===== src/rtl/cvt_pkg.sv =====
package cvt_pkg;

    typedef enum logic [2:0] {
        SEL_CTRL  = 3'd0,
        SEL_CMP   = 3'd1,
        SEL_TVAL  = 3'd2,
        SEL_OFFS  = 3'd3,
        SEL_COUNT = 3'd4
    } reg_sel_e;

    typedef struct packed {
        logic mask;
        logic en;
    } ctrl_t;

    localparam int CTRL_READ_W = 3;

    function automatic reg_sel_e decode_sel(input logic [2:0] raw);
        reg_sel_e s;
        s = reg_sel_e'(raw);
        return s;
    endfunction

    function automatic logic [CTRL_READ_W-1:0] ctrl_view(input ctrl_t c, input logic st);
        return {st, c.mask, c.en};
    endfunction

endpackage


===== src/rtl/cvt_regs.sv =====
module cvt_regs
    import cvt_pkg::*;
#(
    parameter int CNT_W = 64,
    parameter int TV_W  = 32
) (
    input  logic             clk,
    input  logic             rst,
    input  logic             wr_en,
    input  logic [2:0]       wr_sel,
    input  logic [CNT_W-1:0] wr_data,
    input  logic [CNT_W-1:0] vcount,
    output ctrl_t            ctrl_q,
    output logic [CNT_W-1:0] cmp_q,
    output logic [CNT_W-1:0] offs_q
);
    localparam int EXT_W = CNT_W - TV_W;

    reg_sel_e         sel;
    logic [CNT_W-1:0] tval_ext;
    logic [CNT_W-1:0] cmp_from_tval;

    always_comb begin
        sel           = decode_sel(wr_sel);
        tval_ext      = {{EXT_W{wr_data[TV_W-1]}}, wr_data[TV_W-1:0]};
        cmp_from_tval = vcount + tval_ext;
    end

    always_ff @(posedge clk) begin
        if (rst) begin
            ctrl_q <= '0;
            cmp_q  <= '0;
            offs_q <= '0;
        end else if (wr_en) begin
            case (sel)
                SEL_CTRL: begin
                    ctrl_q.en   <= wr_data[0];
                    ctrl_q.mask <= wr_data[1];
                end
                SEL_CMP:  cmp_q  <= wr_data;
                SEL_TVAL: cmp_q  <= cmp_from_tval;
                SEL_OFFS: offs_q <= wr_data;
                default: ;
            endcase
        end
    end
endmodule


===== src/rtl/cvt_cond.sv =====
module cvt_cond
    import cvt_pkg::*;
#(
    parameter int CNT_W = 64
) (
    input  logic             clk,
    input  logic             rst,
    input  logic [CNT_W-1:0] phys_count,
    input  logic [CNT_W-1:0] offs,
    input  logic [CNT_W-1:0] cmp,
    input  ctrl_t            ctrl,
    output logic [CNT_W-1:0] vcount,
    output logic             status,
    output logic             irq_q
);
    logic reached;

    always_comb begin
        vcount  = phys_count - offs;
        reached = (vcount >= cmp);
        status  = ctrl.en & reached;
    end

    always_ff @(posedge clk) begin
        if (rst) irq_q <= 1'b0;
        else     irq_q <= status & ~ctrl.mask;
    end
endmodule


===== src/rtl/cvt_rdmux.sv =====
module cvt_rdmux
    import cvt_pkg::*;
#(
    parameter int CNT_W = 64,
    parameter int TV_W  = 32
) (
    input  logic [2:0]       rd_sel,
    input  ctrl_t            ctrl,
    input  logic             status,
    input  logic [CNT_W-1:0] cmp,
    input  logic [CNT_W-1:0] offs,
    input  logic [CNT_W-1:0] vcount,
    output logic [CNT_W-1:0] rd_data
);
    logic [CNT_W-1:0] remain;

    always_comb begin
        remain  = cmp - vcount;
        rd_data = '0;
        case (decode_sel(rd_sel))
            SEL_CTRL:  rd_data[CTRL_READ_W-1:0] = ctrl_view(ctrl, status);
            SEL_CMP:   rd_data = cmp;
            SEL_TVAL:  rd_data[TV_W-1:0] = remain[TV_W-1:0];
            SEL_OFFS:  rd_data = offs;
            SEL_COUNT: rd_data = vcount;
            default:   rd_data = '0;
        endcase
    end
endmodule


===== src/rtl/cvt_timer.sv =====
module cvt_timer
    import cvt_pkg::*;
#(
    parameter int CNT_W = 64,
    parameter int TV_W  = 32
) (
    input  logic             clk,
    input  logic             rst,
    input  logic [CNT_W-1:0] phys_count,
    input  logic             wr_en,
    input  logic [2:0]       wr_sel,
    input  logic [CNT_W-1:0] wr_data,
    input  logic [2:0]       rd_sel,
    output logic [CNT_W-1:0] rd_data,
    output logic             irq
);
    ctrl_t            ctrl_w;
    logic [CNT_W-1:0] cmp_w;
    logic [CNT_W-1:0] offs_w;
    logic [CNT_W-1:0] vcount_w;
    logic             status_w;

    cvt_regs #(.CNT_W(CNT_W), .TV_W(TV_W)) u_regs (
        .clk     (clk),
        .rst     (rst),
        .wr_en   (wr_en),
        .wr_sel  (wr_sel),
        .wr_data (wr_data),
        .vcount  (vcount_w),
        .ctrl_q  (ctrl_w),
        .cmp_q   (cmp_w),
        .offs_q  (offs_w)
    );

    cvt_cond #(.CNT_W(CNT_W)) u_cond (
        .clk        (clk),
        .rst        (rst),
        .phys_count (phys_count),
        .offs       (offs_w),
        .cmp        (cmp_w),
        .ctrl       (ctrl_w),
        .vcount     (vcount_w),
        .status     (status_w),
        .irq_q      (irq)
    );

    cvt_rdmux #(.CNT_W(CNT_W), .TV_W(TV_W)) u_rdmux (
        .rd_sel  (rd_sel),
        .ctrl    (ctrl_w),
        .status  (status_w),
        .cmp     (cmp_w),
        .offs    (offs_w),
        .vcount  (vcount_w),
        .rd_data (rd_data)
    );
endmodule


===== config.mk =====
export PLATFORM = sky130hd
export DESIGN_NAME = cvt_timer
export DESIGN_NICKNAME = d
export VERILOG_FILES = /design/src/rtl/cvt_pkg.sv /design/src/rtl/cvt_regs.sv /design/src/rtl/cvt_cond.sv /design/src/rtl/cvt_rdmux.sv /design/src/rtl/cvt_timer.sv
export SDC_FILE = /design/constraint.sdc
export NUM_CORES = 1
export LEC_CHECK = 0
export ABC_AREA = 0
export BUFFER_PORTS_ARGS = -buffer_cell sky130_fd_sc_hd__buf_2
export CAP_MARGIN = 20
export CORE_ASPECT_RATIO = 1.1
export CORE_MARGIN = 3
export CORE_UTILIZATION = 55
export DETAILED_ROUTE_END_ITERATION = 10
export PLACE_DENSITY = 0.76
export SLEW_MARGIN = 10
export SYNTH_ARGS = -nofsm -noshare
export SYNTH_HDL_FRONTEND = slang
export SYNTH_SLANG_ARGS = --single-unit

===== constraint.sdc =====
create_clock -name clk -period 9 [get_ports clk]
set_input_delay 1.35 -clock clk [delete_from_list [all_inputs] [get_ports clk]]
set_output_delay 1.35 -clock clk [all_outputs]
set_load 0.01 [all_outputs]

# Word-level counts from Yosys, hierarchy flattened

Index checks and enable logic that the tools add are counted.

$add $sub $neg: 3
Order comparisons: 1
Equal/unequal tests: 7
Multiplexer cells: 4
Bitwise operators: 3
Reductions and logical operators: 6

Operators by type and width:

| cell                                          | count |
|---|---|
| one-hot mux 64 bit (2 select lines)           | 1 |
| one-hot mux 29 bit (4 select lines)           | 1 |
| one-hot mux 32 bit (3 select lines)           | 1 |
| adder 64 bit                                  | 1 |
| greater-or-equal comparator 64 bit            | 1 |
| subtractor 64 bit                             | 1 |
| subtractor 32 bit                             | 1 |
| one-hot mux 3 bit (5 select lines)            | 1 |
| == test 3 x 2 -> 1 bit, second input constant | 4 |
| == test 3 x 1 -> 1 bit, second input constant | 2 |
| zero test 3 bit                               | 2 |
| AND reduction 2 bit                           | 3 |
| == test 3 bit, second input constant          | 1 |
| AND 1 bit                                     | 2 |
| nonzero test 2 bit                            | 1 |
| inverter 1 bit                                | 1 |

Register bits: 131
Bits of input ports: 137
Output and inout bits: 65
Word-level logic and storage cells: 29

# Depth between registers and ports, before layout

Word-level depth: 4
Gate-level depth with buffers: 26
Mapped depth without buffers: 26

# Hierarchy

A second synthesis with hierarchy kept.

Cell total of the unflattened synthesis: 2,563
Area total of the unflattened synthesis: 17,718.2 µm²

By module, submodules not included:

| module    | instances | cells each | area each (µm²) | seq. area each (µm²) |
|---|---|---|---|---|
| cvt_regs  | 1         | 1,236      | 8,917.3         | 2,602.5 |
| cvt_cond  | 1         | 813        | 5,465.2         | 20.0 |
| cvt_rdmux | 1         | 514        | 3,335.7         | 0.0 |

# Least setup slack after synthesis

OpenSTA, ideal clock, no wires.

Kind: input port to output port
From: input phys_count[2]
To: output rd_data[2]
Arrival time: 5.611 ns
Required time: 7.650 ns
Setup slack: 2.039 ns
Stages: 23
Path buffers: 0
Path through: ha_1 -> nor2_1 -> a211oi_1 -> o211ai_1 -> a21oi_1 -> o211ai_1 -> a211o_1 -> a211o_1 -> o41ai_2 -> o21ai_1 -> xnor2_1 -> ha_1 -> a21o_1 -> a21o_1 -> a21o_1 -> a21o_1 -> a21o_1 -> a21o_1 -> a21oi_1 -> o311a_1 -> o21ai_0 -> nand2_1 -> o41ai_1

Longest elaborated chain between the ends: 4
Elaborated cells between the ends (all ways): 5
Those cells by class: add/sub (2); order compare (1); mux (1); bitwise (1)

RTL lines:

| element                              | RTL line        | source |
|---|---|---|
| start: declaration                   | cvt_timer.sv:9  | `input logic [CNT_W-1:0] phys_count,` |
| subtractor 64 bit *                  | cvt_cond.sv:19  | `vcount = phys_count - offs;` |
| greater-or-equal comparator 64 bit   | cvt_cond.sv:20  | `reached = (vcount >= cmp);` |
| AND 1 bit                            | cvt_cond.sv:21  | `status = ctrl.en & reached;` |
| one-hot mux 3 bit (5 select lines) * | cvt_rdmux.sv:20 | `case (decode_sel(rd_sel))` |
| end: declaration                     | cvt_timer.sv:14 | `output logic [CNT_W-1:0] rd_data,` |

Mark *: on every way between the ends. The rest lies on a longest branch, timed or not.

# Worst setup path in the final report

Ends and elaborated chain as after synthesis.

==> flow_metrics.env <==
export IMPL_peakVddDrop_uv=139.8
export IMPL_synth_cell_types=72
export IMPL_leakage_nw=8.231
export IMPL_hold_buffers=0
export IMPL_die_x_um=174.7
export IMPL_cts_tree="done"
export IMPL_cp_slowest_cell="a211oi_1"
export IMPL_drc_errors=0
export IMPL_slowest_delay_ns=0.54
export IMPL_final_antenna_net_count=0
export IMPL_finalWirelength_mm=65.17
export IMPL_gp_congestion=1.000
export IMPL_synth_simple_area_share_pct=18.49
export IMPL_synth_compound_area_share_pct=33.35
export IMPL_drt_initial_drc_count=1743
export IMPL_grt_start_max_net_pins=86
export IMPL_relSlewSlack_pct=25.33
export IMPL_cpMostUsedCell="a21o_1"
export IMPL_startpoint_type="primary input"
export IMPL_clk_pin_slew_worst_paths_ns=0.06
export IMPL_tightest_slew_ns=1.120
export IMPL_htreeDepth=4
export IMPL_cts_setup_buffers=0
export IMPL_powerDensity_nw_per_um2=153.0
export IMPL_ys_warn_count=0
export IMPL_cts_resized_gates=0
export IMPL_ys_ff_latch=131
export IMPL_fin_crit_ns=8.472
export IMPL_status="finished clean"
export IMPL_synth_ff_type="dfxtp_1"
export IMPL_synth_xor_area_share_pct=7.429
export IMPL_grt_pass1_vias=18110
export IMPL_max_freq_mhz=118.0
export IMPL_antenna_found_initial=0
export IMPL_setup_tns_ns=0
export IMPL_skew_ns=0.01210
export IMPL_vias=19090
export IMPL_rows=67
export IMPL_crit_buf_inv=2
export IMPL_stdcell_count=2999
export IMPL_synthAdderAreaFrac_pct=16.41
export IMPL_grt_ovfl_total=0
export IMPL_numCtsBuffers=17
export IMPL_cp_max_fo=4
export IMPL_grt_pass1_wl_mm=99.71
export IMPL_path_class="in -> out"
export IMPL_nets=2934
export IMPL_nFillCells=2982
export IMPL_arrival_ns=7.12
export IMPL_synth_mux_area_share_pct=1.701
export IMPL_cts_sinks=131
export IMPL_grt_setup_unrepaired="false"
export IMPL_netlist_area_um2=17210
export IMPL_wire_per_inst_um=21.73
export IMPL_setup_viol=0
export IMPL_netlist_instances=2467
export IMPL_ios=202
export IMPL_drive_above_1_share_pct=10.99
export IMPL_avgViaCountPerCell=6.364
export IMPL_timing_final_crit_share_pct=94.13
export IMPL_report_final_slew_viol_count=0
export IMPL_io_buffers=201
export IMPL_die_area_um2=33460
export IMPL_coreArea_um2=30680
export IMPL_clock_latency_ns=0.46
export IMPL_area_delta_synth_final_pct=10.79
export IMPL_grtUsageTotal_pct=37.50
export IMPL_end_kind="primary output"
export IMPL_hold_class="reg -> reg"
export IMPL_crit_required_ns=7.65
export IMPL_die_y_um=191.5
export IMPL_syn_nets=2828
export IMPL_async_reset_ff_share_pct=0
export IMPL_hpwl_mm=49.67
export IMPL_finalHoldViolCount=0
export IMPL_cp_top_family="compound AO/OA/AOI/OAI gates"
export IMPL_avgSynthCellArea_um2=6.977
export IMPL_synth_top_family_by_area="compound AO/OA/AOI/OAI gates"
export IMPL_post_place_cells=2968
export IMPL_cts_buffer_depth=2
export IMPL_dr_pass1_iters=5
export IMPL_synth_edf_count=0
export IMPL_maxCapViolations=0
export IMPL_start_util_pct=56.10
export IMPL_yosysSeqAreaShare_pct=15.24
export IMPL_diodes=0
export IMPL_clock_root_buffer="clkbuf_16"
## flip-flops by register name, indices dropped and copies added (netlist names)
register	count
u_cond.irq_q	1
u_regs.cmp_q	64
u_regs.ctrl_q	2
u_regs.offs_q	64
## metrics by stage
| stage | setup WS [ns] | power (mW) | area (um^2) | util (%) | hold slack (ns) |
|---|---|---|---|---|---|
| after detailed placement | 0.6113 | 2.082 | 18440 | 60.10 | 0.4449 |
| after CTS | 0.5986 | 2.886 | 19070 | 62.16 | 0.4610 |
| after global routing | 0.2551 | 3.073 | 19070 | 62.16 | 0.4845 |
| final | 0.5284 | 2.919 | 19070 | 62.16 | 0.4578 |
| after global placement | 0.7969 | 2.072 | 18440 | 60.10 | 0.4381 |
| after floorplan | 2.039 | 1.676 | 17210 | - | 0.4194 |
## layout make-up
type | count | area (um^2) | share of cell area (%)
multi-input combinational | 1998 | 13360 | 70.08
timing repair buffer | 223 | 1176 | 6.167
clock inverter | 10 | 181.4 | 0.9513
inverter | 202 | 758.2 | 3.976
tap | 414 | 518.0 | 2.716
clock buffer | 21 | 450.4 | 2.362
sequential | 131 | 2623 | 13.75
## power breakdown
group	total (mW)	internal [mW]	leakage [nW]	switching [mW]
registers	0.623	0.604	1.07	0.0195
logic	1.49	0.565	6.86	0.924
clock network	0.807	0.497	0.307	0.310
## placed cells by master (no fill, tap or decap), drive strengths merged, types with 26 or more instances in the layout
master  synthesis  routed
xor2           60      60
mux2i          27      27
xnor2          86      86
nand3          44      44
buf             6     223
a22oi          46      46
nor2          149     149
a21oi         291     291
ha            221     221
o21ai         117     117
o21bai         44      44
a21o          133     133
nor3           31      31
a211oi         39      39
nand4          42      42
inv           202     202
a31oi          28      28
a221oi         26      26
dfxtp         131     131
nand2         349     349
## worst paths after layout
path / from / end / slack [ns] / cells after the start
max: phys_count[2] / rd_data[2] / 0.53 / 25
min: u_regs.offs_q[12] / u_regs.offs_q[12] / 0.46 / 2
max reg2reg: u_regs.offs_q[0] / u_regs.cmp_q[63] / 2.41 / 25
min reg2reg: u_regs.offs_q[12] / u_regs.offs_q[12] / 0.46 / 2
## synth_stat cells, drive strengths merged (46+ instances only)
| cell | number | area share [%] |
|---|---|---|
| nor2 | 149 | 3.3 |
| o21ai | 117 | 3.4 |
| a21oi | 291 | 8.5 |
| a22oi | 46 | 2.0 |
| dfxtp | 131 | 15 |
| ha | 221 | 16 |
| inv | 202 | 4.4 |
| xnor2 | 86 | 4.4 |
| xor2 | 60 | 3.1 |
| a21o | 133 | 5.8 |
| clkbuf | 130 | 2.8 |
| nand2 | 349 | 7.6 |
## logic make-up (layout without fill, tap and decap cells)
family / count (synthesis) / in the layout
compound gates: 882 / 882
xor+xnor: 146 / 146
fa+ha+maj: 224 / 224
buf+inv: 338 / 456
flops: 131 / 131
mux: 29 / 29
simple gates: 717 / 717
## worst min-delay path: stages (launching register included)
cell	delay [ns]
dfxtp_1	0.31
nand2_1	0.05
a21oi_1	0.05
## per-layer routing
metal | global-route usage [%] | vias to the layer above | wire length, um
met5 | 0 | - | 0
met4 | 17.43 | 0 | 3217
met3 | 4.887 | 176 | 4657
met2 | 64.89 | 905 | 30550
met1 | 46.28 | 8941 | 26750
li1 | - | 9063 | -
Note: power is estimated with default switching activity, not from simulation.
